<file path="src/rtl/cap4_unit.sv">
module cap4_unit #(
  parameter int W     = 16,
  parameter int FLT_N = 3
) (
  input  logic         clk,
  input  logic         rst_n,
  input  logic         cnt_en,
  input  logic [3:0]   cap_pin,
  input  logic [7:0]   edge_sel,
  input  logic [3:0]   filt_en,
  input  logic         buf_c,
  input  logic         buf_d,
  input  logic [2:0]   bus_addr,
  input  logic         bus_wr,
  input  logic         bus_word,
  input  logic [W-1:0] bus_wdata,
  output logic [W-1:0] bus_rdata
);

  localparam logic [2:0] ADDR_CNT  = 3'd4;
  localparam logic [2:0] ADDR_FLAG = 3'd5;

  logic [W-1:0] cnt;
  logic [W-1:0] gr [4];
  logic [3:0]   flags;
  logic [3:0]   ev;
  logic [3:0]   cap;
  logic [3:0]   shift;
  logic         wr_word;

  assign wr_word = bus_wr & bus_word;
  assign cap     = {ev[3] & ~buf_d, ev[2] & ~buf_c, ev[1:0]};
  assign shift   = {ev[1] & buf_d, ev[0] & buf_c, 2'b00};

  always_ff @(posedge clk or negedge rst_n)
    if (!rst_n)                             cnt <= '0;
    else if (wr_word && bus_addr == ADDR_CNT) cnt <= bus_wdata;
    else if (cnt_en)                        cnt <= cnt + 1'b1;

  for (genvar i = 0; i < 4; i++) begin : g_pin
    logic [1:0]       sy;
    logic [FLT_N-1:0] hist;
    logic             flt, lvl, lvl_q;

    always_ff @(posedge clk or negedge rst_n)
      if (!rst_n) begin
        sy <= '0; hist <= '0; flt <= 1'b0; lvl_q <= 1'b0;
      end else begin
        sy    <= {sy[0], cap_pin[i]};
        hist  <= {hist[FLT_N-2:0], sy[1]};
        if (&hist)       flt <= 1'b1;
        else if (~|hist) flt <= 1'b0;
        lvl_q <= lvl;
      end

    assign lvl   = filt_en[i] ? flt : sy[1];
    assign ev[i] = (edge_sel[2*i]   &  lvl & ~lvl_q) |
                   (edge_sel[2*i+1] & ~lvl &  lvl_q);
  end

  for (genvar j = 0; j < 4; j++) begin : g_reg
    always_ff @(posedge clk or negedge rst_n)
      if (!rst_n)                                    gr[j] <= '1;
      else if (cap[j])                               gr[j] <= cnt;
      else if (shift[j])                             gr[j] <= gr[j^2];
      else if (wr_word && bus_addr == 3'(j))         gr[j] <= bus_wdata;
  end

  always_ff @(posedge clk or negedge rst_n)
    if (!rst_n) flags <= '0;
    else        flags <= (flags & ~((wr_word && bus_addr == ADDR_FLAG) ? bus_wdata[3:0] : 4'h0)) | cap;

  always_comb
    case (bus_addr)
      3'd0, 3'd1, 3'd2, 3'd3: bus_rdata = gr[bus_addr[1:0]];
      ADDR_CNT:               bus_rdata = cnt;
      ADDR_FLAG:              bus_rdata = {{(W-4){1'b0}}, flags};
      default:                bus_rdata = '0;
    endcase

  a_r2_byte_ignored: assert property (@(posedge clk) disable iff (!rst_n)
    (bus_wr && !bus_word && bus_addr == 3'd0 && !ev[0]) |=> $stable(gr[0]));

  a_r3_capture_value: assert property (@(posedge clk) disable iff (!rst_n)
    ev[0] |=> gr[0] == $past(cnt));

  a_r5_shift_old_a: assert property (@(posedge clk) disable iff (!rst_n)
    (ev[0] && buf_c) |=> gr[2] == $past(gr[0]));

  a_r5_pin_c_ignored: assert property (@(posedge clk) disable iff (!rst_n)
    (buf_c && !ev[0] && !(wr_word && bus_addr == 3'd2)) |=> $stable(gr[2]));

  a_r8_flag_set: assert property (@(posedge clk) disable iff (!rst_n)
    cap[1] |=> flags[1]);

  a_r9_wrap: assert property (@(posedge clk) disable iff (!rst_n)
    (cnt_en && cnt == '1 && !(wr_word && bus_addr == ADDR_CNT)) |=> cnt == '0);

endmodule

</file>
<file path="config.mk">
export PLATFORM = sky130hd
export DESIGN_NAME = cap4_unit
export DESIGN_NICKNAME = d
export VERILOG_FILES = /design/src/rtl/cap4_unit.sv
export SDC_FILE = /design/constraint.sdc
export NUM_CORES = 1
export LEC_CHECK = 0
export ABC_AREA = 1
export BUFFER_PORTS_ARGS = -buffer_cell sky130_fd_sc_hd__buf_4
export CORE_UTILIZATION = 40
export CTS_BUF_LIST = sky130_fd_sc_hd__clkbuf_8
export CTS_CLUSTER_DIAMETER = 40
export CTS_CLUSTER_SIZE = 12
export DETAILED_ROUTE_END_ITERATION = 6
export GPL_TIMING_DRIVEN = 1
export HOLD_SLACK_MARGIN = 0.12
export SYNTH_ARGS = -nofsm -noshare
export SYNTH_HDL_FRONTEND = slang
export SYNTH_SLANG_ARGS = --single-unit
</file>
<file path="constraint.sdc">
create_clock -name clk -period 1.94 [get_ports clk]
set_clock_uncertainty 0.05 [all_clocks]
set_input_delay 0.291 -clock clk [delete_from_list [all_inputs] [get_ports clk]]
set_output_delay 0.291 -clock clk [all_outputs]
set_load 0.02 [all_outputs]
</file>
## Word-level counts from Yosys, hierarchy flattened

Cells that the tools add are included.

| word-level totals | value |
|---|---|
| bits of input ports | 42 |
| word-level logic and storage cells | 122 |
| bits in registers | 112 |
| output and inout bits | 16 |

| cells by class | value |
|---|---|
| $add $sub $neg | 1 |
| reductions and logical operators | 21 |
| multiplexer cells | 29 |
| bitwise logic cells | 39 |
| equality and inequality tests | 9 |
| $lt $le $gt $ge | 1 |

Operators with widths:

| cell | count |
|---|---|
| 16-bit two-way mux | 14 |
| 16-bit case mux with 3 select lines | 1 |
| 16-bit binary-select mux with 2-bit select | 1 |
| 1-bit AND | 21 |
| 16-bit by 1-bit adder with 16-bit output (second input constant) | 1 |
| 1-bit two-way mux | 12 |
| 3-bit AND reduction | 4 |
| 3-bit OR reduction | 4 |
| 1-bit NOT | 10 |
| 2-bit inequality test (second input constant) | 4 |
| 3-bit by 2-bit equality test with 1-bit output (second input constant) | 2 |
| 3-bit equality test (second input constant) | 2 |
| 1-bit logical AND | 6 |
| 2-bit nonzero test | 3 |
| 3-bit nonzero test | 2 |
| 4-bit AND | 1 |
| 4-bit two-way mux | 1 |
| 4-bit NOT | 1 |
| 1-bit OR | 4 |
| 4-bit OR | 1 |
| 4-bit OR reduction | 1 |
| 3-bit by 1-bit equality test with 1-bit output (second input constant) | 1 |
| 3-bit >= comparator (second input constant) | 1 |
| 3-bit logical NOT | 1 |
| 2-bit NOT with 3-bit output | 1 |

## Longest topological paths before layout

Gate-level depths: netlist of the first run.

| logic depth | value |
|---|---|
| depth after elaboration | 8 |
| mapped depth | 11 |
| depth with buffers taken out | 10 |

## Worst setup path before layout of the first run

OpenSTA, ideal clock, no wires.

| path | value |
|---|---|
| path type | in2out |
| from | input bus_addr[0] |
| to | output bus_rdata[12] |
| path slack | 399 ps |
| cell stages on the path | 7 |
| arrival | 1200 ps |
| required time | 1599 ps |
| path buffers | 2 |
| cells stage by stage | inv_2 -> nand2_2 -> buf_2 -> buf_2 -> o2111ai_1 -> nand2_1 -> o21ai_1 |

| between the ends | value |
|---|---|
| word-level cells in the longest chain between the ends | 5 |
| elaborated cells on any way between the ends | 12 |
| classes of those cells | 5 x eq/ne; 4 x mux; 1 x bitwise; 2 x reduce/logical |

RTL lines:

| element | line | RTL |
|---|---|---|
| start, declared | 13 | `input logic [2:0] bus_addr,` |
| 2-bit NOT with 3-bit output (implied by the code) | 75 | `3'd0, 3'd1, 3'd2, 3'd3: bus_rdata = gr[bus_addr[1:0]];` |
| 16-bit binary-select mux with 2-bit select | 75 |  |
| 16-bit two-way mux (implied by the code) (2 in series) | 75 |  |
| 16-bit case mux with 3 select lines (*) | 74 | `case (bus_addr)` |
| end, declared | 17 | `output logic [W-1:0] bus_rdata` |

Every way passes the cells marked *; elsewhere a longest branch is shown, timed or not. The select of a mux whose other input is x is not followed.

## Worst setup path after layout of the first run

| path | value |
|---|---|
| from | register gr[53] (netlist bit) |
| to | output bus_rdata[5] |

| between the ends | value |
|---|---|
| word-level cells in the longest chain between the ends | 4 |

RTL lines:

| element | line | RTL |
|---|---|---|
| start, declared | 24 | `logic [W-1:0] gr [4];` |
| start signal, assigned by index | 64 | `else if (cap[j]) gr[j] <= cnt;` |
| start signal, assigned by index | 65 | `else if (shift[j]) gr[j] <= gr[j^2];` |
| start signal, assigned by index | 66 | `else if (wr_word && bus_addr == 3'(j)) gr[j] <= bus_wdata;` |
| 16-bit binary-select mux with 2-bit select | 75 |  |
| 16-bit two-way mux (implied by the code) (2 in series) | 75 |  |
| 16-bit case mux with 3 select lines | 74 |  |

No other way between the ends. The select of a mux whose other input is x is not followed.

==> qor.yml, run 1 <==
power_density_nw_per_um2: 1010
io_pins: 58
synth_area_um2: 6710
grt_overflow: 0
synth_cell_type_count: 35
cp_num_buf_inv: 2
rows: 46
finalInstanceArea_um2: 7920
avgRoutedWirePerCell_um: 20.1
hold_class: "in -> reg"
period_share_pct: 96.9
grt_use_total_pct: 27.7
place_area_um2: 7510
ys_warn_count: 0
required_ns: 1.60
synth_ff_type: "dfstp_2"
critical-path-top-delay-family: "flip-flops"
cts_tree: "done"
numCtsBuffers: 9
clkSinkCount: 112
rsz0062_at_grt: "yes"
worstSetupPathType: "reg -> out"
cts_max_level: 3
clk_path_buf_depth: 2
ys_seq_area_share_pct: 43.0
postRouteAntennaNets: 0
clock.fmax_mhz: 532
p_leak_nw: 3.63
drt_wl_total_um: 23300
setup_viol: 0
pre_cts_ws_ns: 0.124
relSlewSlack_pct: 33.1
async_flop_share_pct: 100
dpl.hpwl_um: 16100
timing.hold.ws_ns: 0.138
remaining_drc_errors: 0
clk_pin_slew_worst_paths_ns: 0.11
grt_max_degree: 55
syn-instance-count: 860
avgSynthCellArea_um2: 7.80
drt_iter0_markers: 620
grt_pass1_wl_um: 36500
io_buffers: 57
grt_pass1_vias: 6257
setup.worst_path.start_class: "flip-flop"
fp.coreArea_um2: 16100
period_needed_ns: 1.88
worst_path_largest_cell_delay_ns: 0.54
vias: 6705
ir_worst_vdd_uv: 500
fp.dieH_um: 131
dr.pass1.iters: 6
dieArea_um2: 17300
slew_viol_final: 0
cts_root_buf: "clkbuf_8"
antenna_found_initial: 0
worstSkewPairLatency_ns: 0.41
status: "complete, no violations"
cp_cell_sequence: "inv_1, o221ai_1, nand2_1, nand2_1, buf_4"
drive_above_1_share_pct: 26.1
timing_worst_slew_pin_value_ns: 1.00
cpMostUsedCell: "nand2_1"
crit_path_top_delay_cell: "dfstp_2"
ys_seq_elements: 112
maxCapViolations: 0
hold_viol: 0
fin_ws_ns: 0.0605
start_util_pct: 41.6
endpoint_kind: "output pin"
critPathMaxFanout: 2
gp_congestion: 0.903
synth_edf_count: 0
die_w_um: 131
vias_per_cell: 5.78
finalNetCount: 982
syn_nets: 903
crit_arrival_ns: 1.54
antenna_cells: 0
layout-area-overhead-vs-synth_pct: 18.0
-- routing by layer --
layer,GRT usage [%],vias up,wire length (um)
li1,-,3092,-
met1,38.6,3157,9820
met2,41.7,388,10200
met3,5.25,68,2310
met4,11.9,0,918
met5,0,-,0
-- state kept, by name, indices dropped and copies added (netlist names) --
name / flops
cnt: 16
flags: 4
g_pin.flt: 4
g_pin.hist: 12
g_pin.lvl_q: 4
g_pin.sy: 8
gr: 64
-- path summary, 6_finish.rpt --
check,start,end,slack (ns),depth (start not counted)
hold / removal,filt_en[3],g_pin[3].lvl_q,0.14,3
setup / recovery,gr[53],bus_rdata[5],0.06,5
setup reg to reg,g_pin[1].flt,gr[10],0.21,7
hold reg to reg,g_pin[1].sy[0],g_pin[1].sy[1],0.31,0
max in group asynchronous,rst_n,gr[52],1.07,3
min in group asynchronous,rst_n,g_pin[0].hist[1],0.19,2
-- cell type report --
class	instances	area [um^2]
clock buffers	12	165
clock inverters	4	27.5
fillers	1637	8200
inverters	114	428
multi-input cells	587	3170
flip-flops and latches	112	2880
well taps	216	270
repair buffers	115	975
-- worst reg2reg max path, cell delays in order, from the launching register on --
cell and delay (ns):
dfrtp_1 0.39, nand2_1 0.10, nand3_2 0.24, nand3_4 0.28
nand3_4 0.31, nand2_1 0.16, nor2_1 0.06, nor2_1 0.08
-- per-stage QoR --
stage | setup TNS [ns] | utilization, % | std cells | total power, mW
floorplan | 0 | - | 860 | 5.44
global placement | 0 | 46.6 | 1128 | 6.45
detailed placement | 0 | 46.6 | 1128 | 6.47
CTS | 0 | 48.8 | 1159 | 7.93
global route | -0.0522 | 49.1 | 1160 | 8.46
finish | 0 | 49.1 | 1160 | 7.99
-- Yosys cell counts (all sizes together) (7+ instances only) --
| library cell | count | area, um^2 |
|---|---|---|
| nand2 | 218 | 878 |
| a21oi | 10 | 50.1 |
| o2111ai | 9 | 78.8 |
| inv | 112 | 420 |
| o21ai | 27 | 139 |
| buf | 38 | 235 |
| nand4 | 85 | 532 |
| nor2 | 67 | 292 |
| a22oi | 7 | 52.6 |
| o221ai | 35 | 307 |
| clkbuf | 9 | 33.8 |
| nor3 | 8 | 50.1 |
| dfstp | 64 | 1680 |
| dfrtp | 48 | 1200 |
| nand3 | 103 | 611 |
-- logic make-up after synthesis --
logic type / Yosys count / share of synthesized area (%)
AO/OA/AOI/OAI: 100 / 10.6
adder cells (fa/ha/maj): 1 / 0.187
flip-flops: 112 / 43.0
AND/OR/NAND/NOR: 482 / 35.3
XOR/XNOR: 4 / 0.522
buffers and inverters: 161 / 10.4
-- layout by cell type, fill, tap and decap left out, drive strengths merged, types with 2 or more instances in the layout --
cell / n
o221ai: 35
buf: 100
dfstp: 64
a21oi: 10
o2111ai: 9
xor2: 4
o21ai: 27
clkinv: 4
nor2: 67
a22oi: 7
nor3: 8
clkbuf: 12
dlygate4sd3: 15
dfrtp: 48
clkinvlp: 2
nand4: 85
nand3: 103
inv: 112
o22ai: 5
nand2: 218
o211ai: 6
-- power by group --
part | internal, mW | total [mW] | switching (mW)
clock network | 0.572 | 1.43 | 0.859
registers | 3.29 | 3.71 | 0.421
logic | 1.03 | 2.85 | 1.82
total | 4.89 | 7.99 | 3.10
-- repair_timing --
action	in CTS	in global routing
endpoints found under the hold margin	69	0
gates resized for setup	0	14
hold buffers	15	0
setup buffers	0	1
endpoints found under the setup margin	0	9
No activity file was read; power rests on OpenSTA's default activity.
==> run 2, diff against run 1 <==
==> constraint.sdc (replaced) <==
create_clock -name clk -period 2 [get_ports clk]
set_clock_uncertainty 0.05 [all_clocks]
set_input_delay 0.3 -clock clk [delete_from_list [all_inputs] [get_ports clk]]
set_output_delay 0.3 -clock clk [all_outputs]
set_load 0.02 [all_outputs]
==> run 2 against run 1 <==
Net effect: critical path type unchanged; largest cell class unchanged; power down 1.5%; critical endpoint is now bus_rdata[8]; critical path depth unchanged; sequential cell count unchanged; count of clock-buffer cells in the layout down 3.
==> qor.yml, run 2 (synthesized netlist as in run 1, its figures left out) <==
status: "complete, no violations"
timing_worst_slew_pin_value_ns: 0.468
io_buffers: 57
clk_path_buf_depth: 2
rows: 46
vias: 6698
critPathMaxFanout: 3
layout-area-overhead-vs-synth_pct: 17.9
timing.hold.ws_ns: 0.130
io_pins: 58
power_density_nw_per_um2: 996
largest-register: "gr"
crit_arrival_ns: 1.58
dieArea_um2: 17300
fill_cells: 1636
cts_tree: "done"
maxCapViolations: 0
vias_per_cell: 5.77
die_w_um: 131
cts_root_buf: "clkbuf_8"
ir_worst_vdd_uv: 443
period_share_pct: 96.5
drt_iter0_markers: 746
final_common_cell: "nand2_1"
gp_congestion: 0.900
setup.worst_path.start_class: "flip-flop"
grt_overflow: 0
slew_viol_final: 0
top_regs: "gr x64, cnt x16, g_pin.hist x12"
hold_viol: 0
clk_pin_slew_worst_paths_ns: 0.12
antenna_found_initial: 0
fin_ws_ns: 0.0694
endpoint_kind: "output pin"
p_leak_nw: 3.64
hold_class: "in -> reg"
largest_register_ff_count: 64
remaining_drc_errors: 0
dpl.hpwl_um: 16600
postRouteAntennaNets: 0
pre_cts_ws_ns: 0.231
fin_cells: 1161
grt_max_degree: 44
worstSetupPathType: "reg -> out"
p_total_mw: 7.87
cts_max_level: 3
final_cell_mix: "nand2_1 (202), buf_4 (97), nand3_1 (93)"
grt_pass1_wl_um: 37600
relSlewSlack_pct: 68.8
worstSkewPairLatency_ns: 0.41
required_ns: 1.65
clkSinkCount: 112
numCtsBuffers: 9
clock.fmax_mhz: 518
start_util_pct: 41.6
avgRoutedWirePerCell_um: 20.4
finalNetCount: 983
regArea_um2: 2880
drive_above_1_share_pct: 25.5
multi_input_area_um2: 3140
dr.pass1.iters: 7
period_needed_ns: 1.93
grt_use_total_pct: 28.2
fp.coreArea_um2: 16100
fin_setup_tns_ns: 0
fp.dieH_um: 131
setup_viol: 0
antenna_cells: 0
drt_wl_total_um: 23600
grt_pass1_vias: 6476
dp.cells: 1132
run 2: final cells by class:
type | count | area share, %
clock inverter | 7 | 1.14
multi-input combinational | 587 | 39.6
clock buffer | 9 | 1.57
sequential | 112 | 36.4
inverter | 114 | 5.41
tap | 216 | 3.42
timing repair buffer | 116 | 12.4
run 2: path summary, 6_finish.rpt:
| path | from | end | slack [ns] | cells after the start |
|---|---|---|---|---|
| setup / recovery | gr[56] | bus_rdata[8] | 0.07 | 5 |
| max in group asynchronous | rst_n | gr[22] | 0.91 | 3 |
| hold reg to reg | g_pin[2].sy[0] | g_pin[2].sy[1] | 0.31 | 0 |
| min in group asynchronous | rst_n | g_pin[0].hist[1] | 0.33 | 2 |
| setup reg to reg | g_pin[1].flt | gr[14] | 0.32 | 9 |
| hold / removal | bus_wdata[7] | gr[39] | 0.13 | 3 |
run 2: layer usage:
layer / global-route usage [%] / routed length [um] / vias up
met5: 0 / 0 / -
met4: 10.9 / 898 / 0
met3: 5.98 / 1960 / 70
met2: 43.4 / 10600 / 364
met1: 38.5 / 10200 / 3161
li1: - / - / 3103
run 2: what timing repair did:
item                       4_1_cts  5_1_grt
gates resized for setup          0        2
hold endpoints to repair        23        0
setup endpoints to repair        0        2
hold buffers                    13        0
buffers inserted                 0        0
run 2: per-stage QoR:
stage | util, % | cell area (um^2)
3_5_place_dp | 46.9 | 7560
5_1_grt | 49.1 | 7910
3_3_place_gp | 46.9 | 7560
4_1_cts | 49.0 | 7900
6_report | 49.1 | 7910
2_1_floorplan | - | 6710
run 2: power by group:
| part | internal, mW | switching [mW] | total [mW] |
|---|---|---|---|
| logic | 0.997 | 1.78 | 2.77 |
| clock network | 0.606 | 0.889 | 1.50 |
| registers | 3.19 | 0.418 | 3.60 |
| total | 4.79 | 3.08 | 7.87 |
run 2: critical path, stage by stage (launching register included):
cell,delay (ns)
dfstp_2,0.53
inv_1,0.06
o2111ai_1,0.18
nand2_1,0.07
o21ai_1,0.15
buf_4,0.19
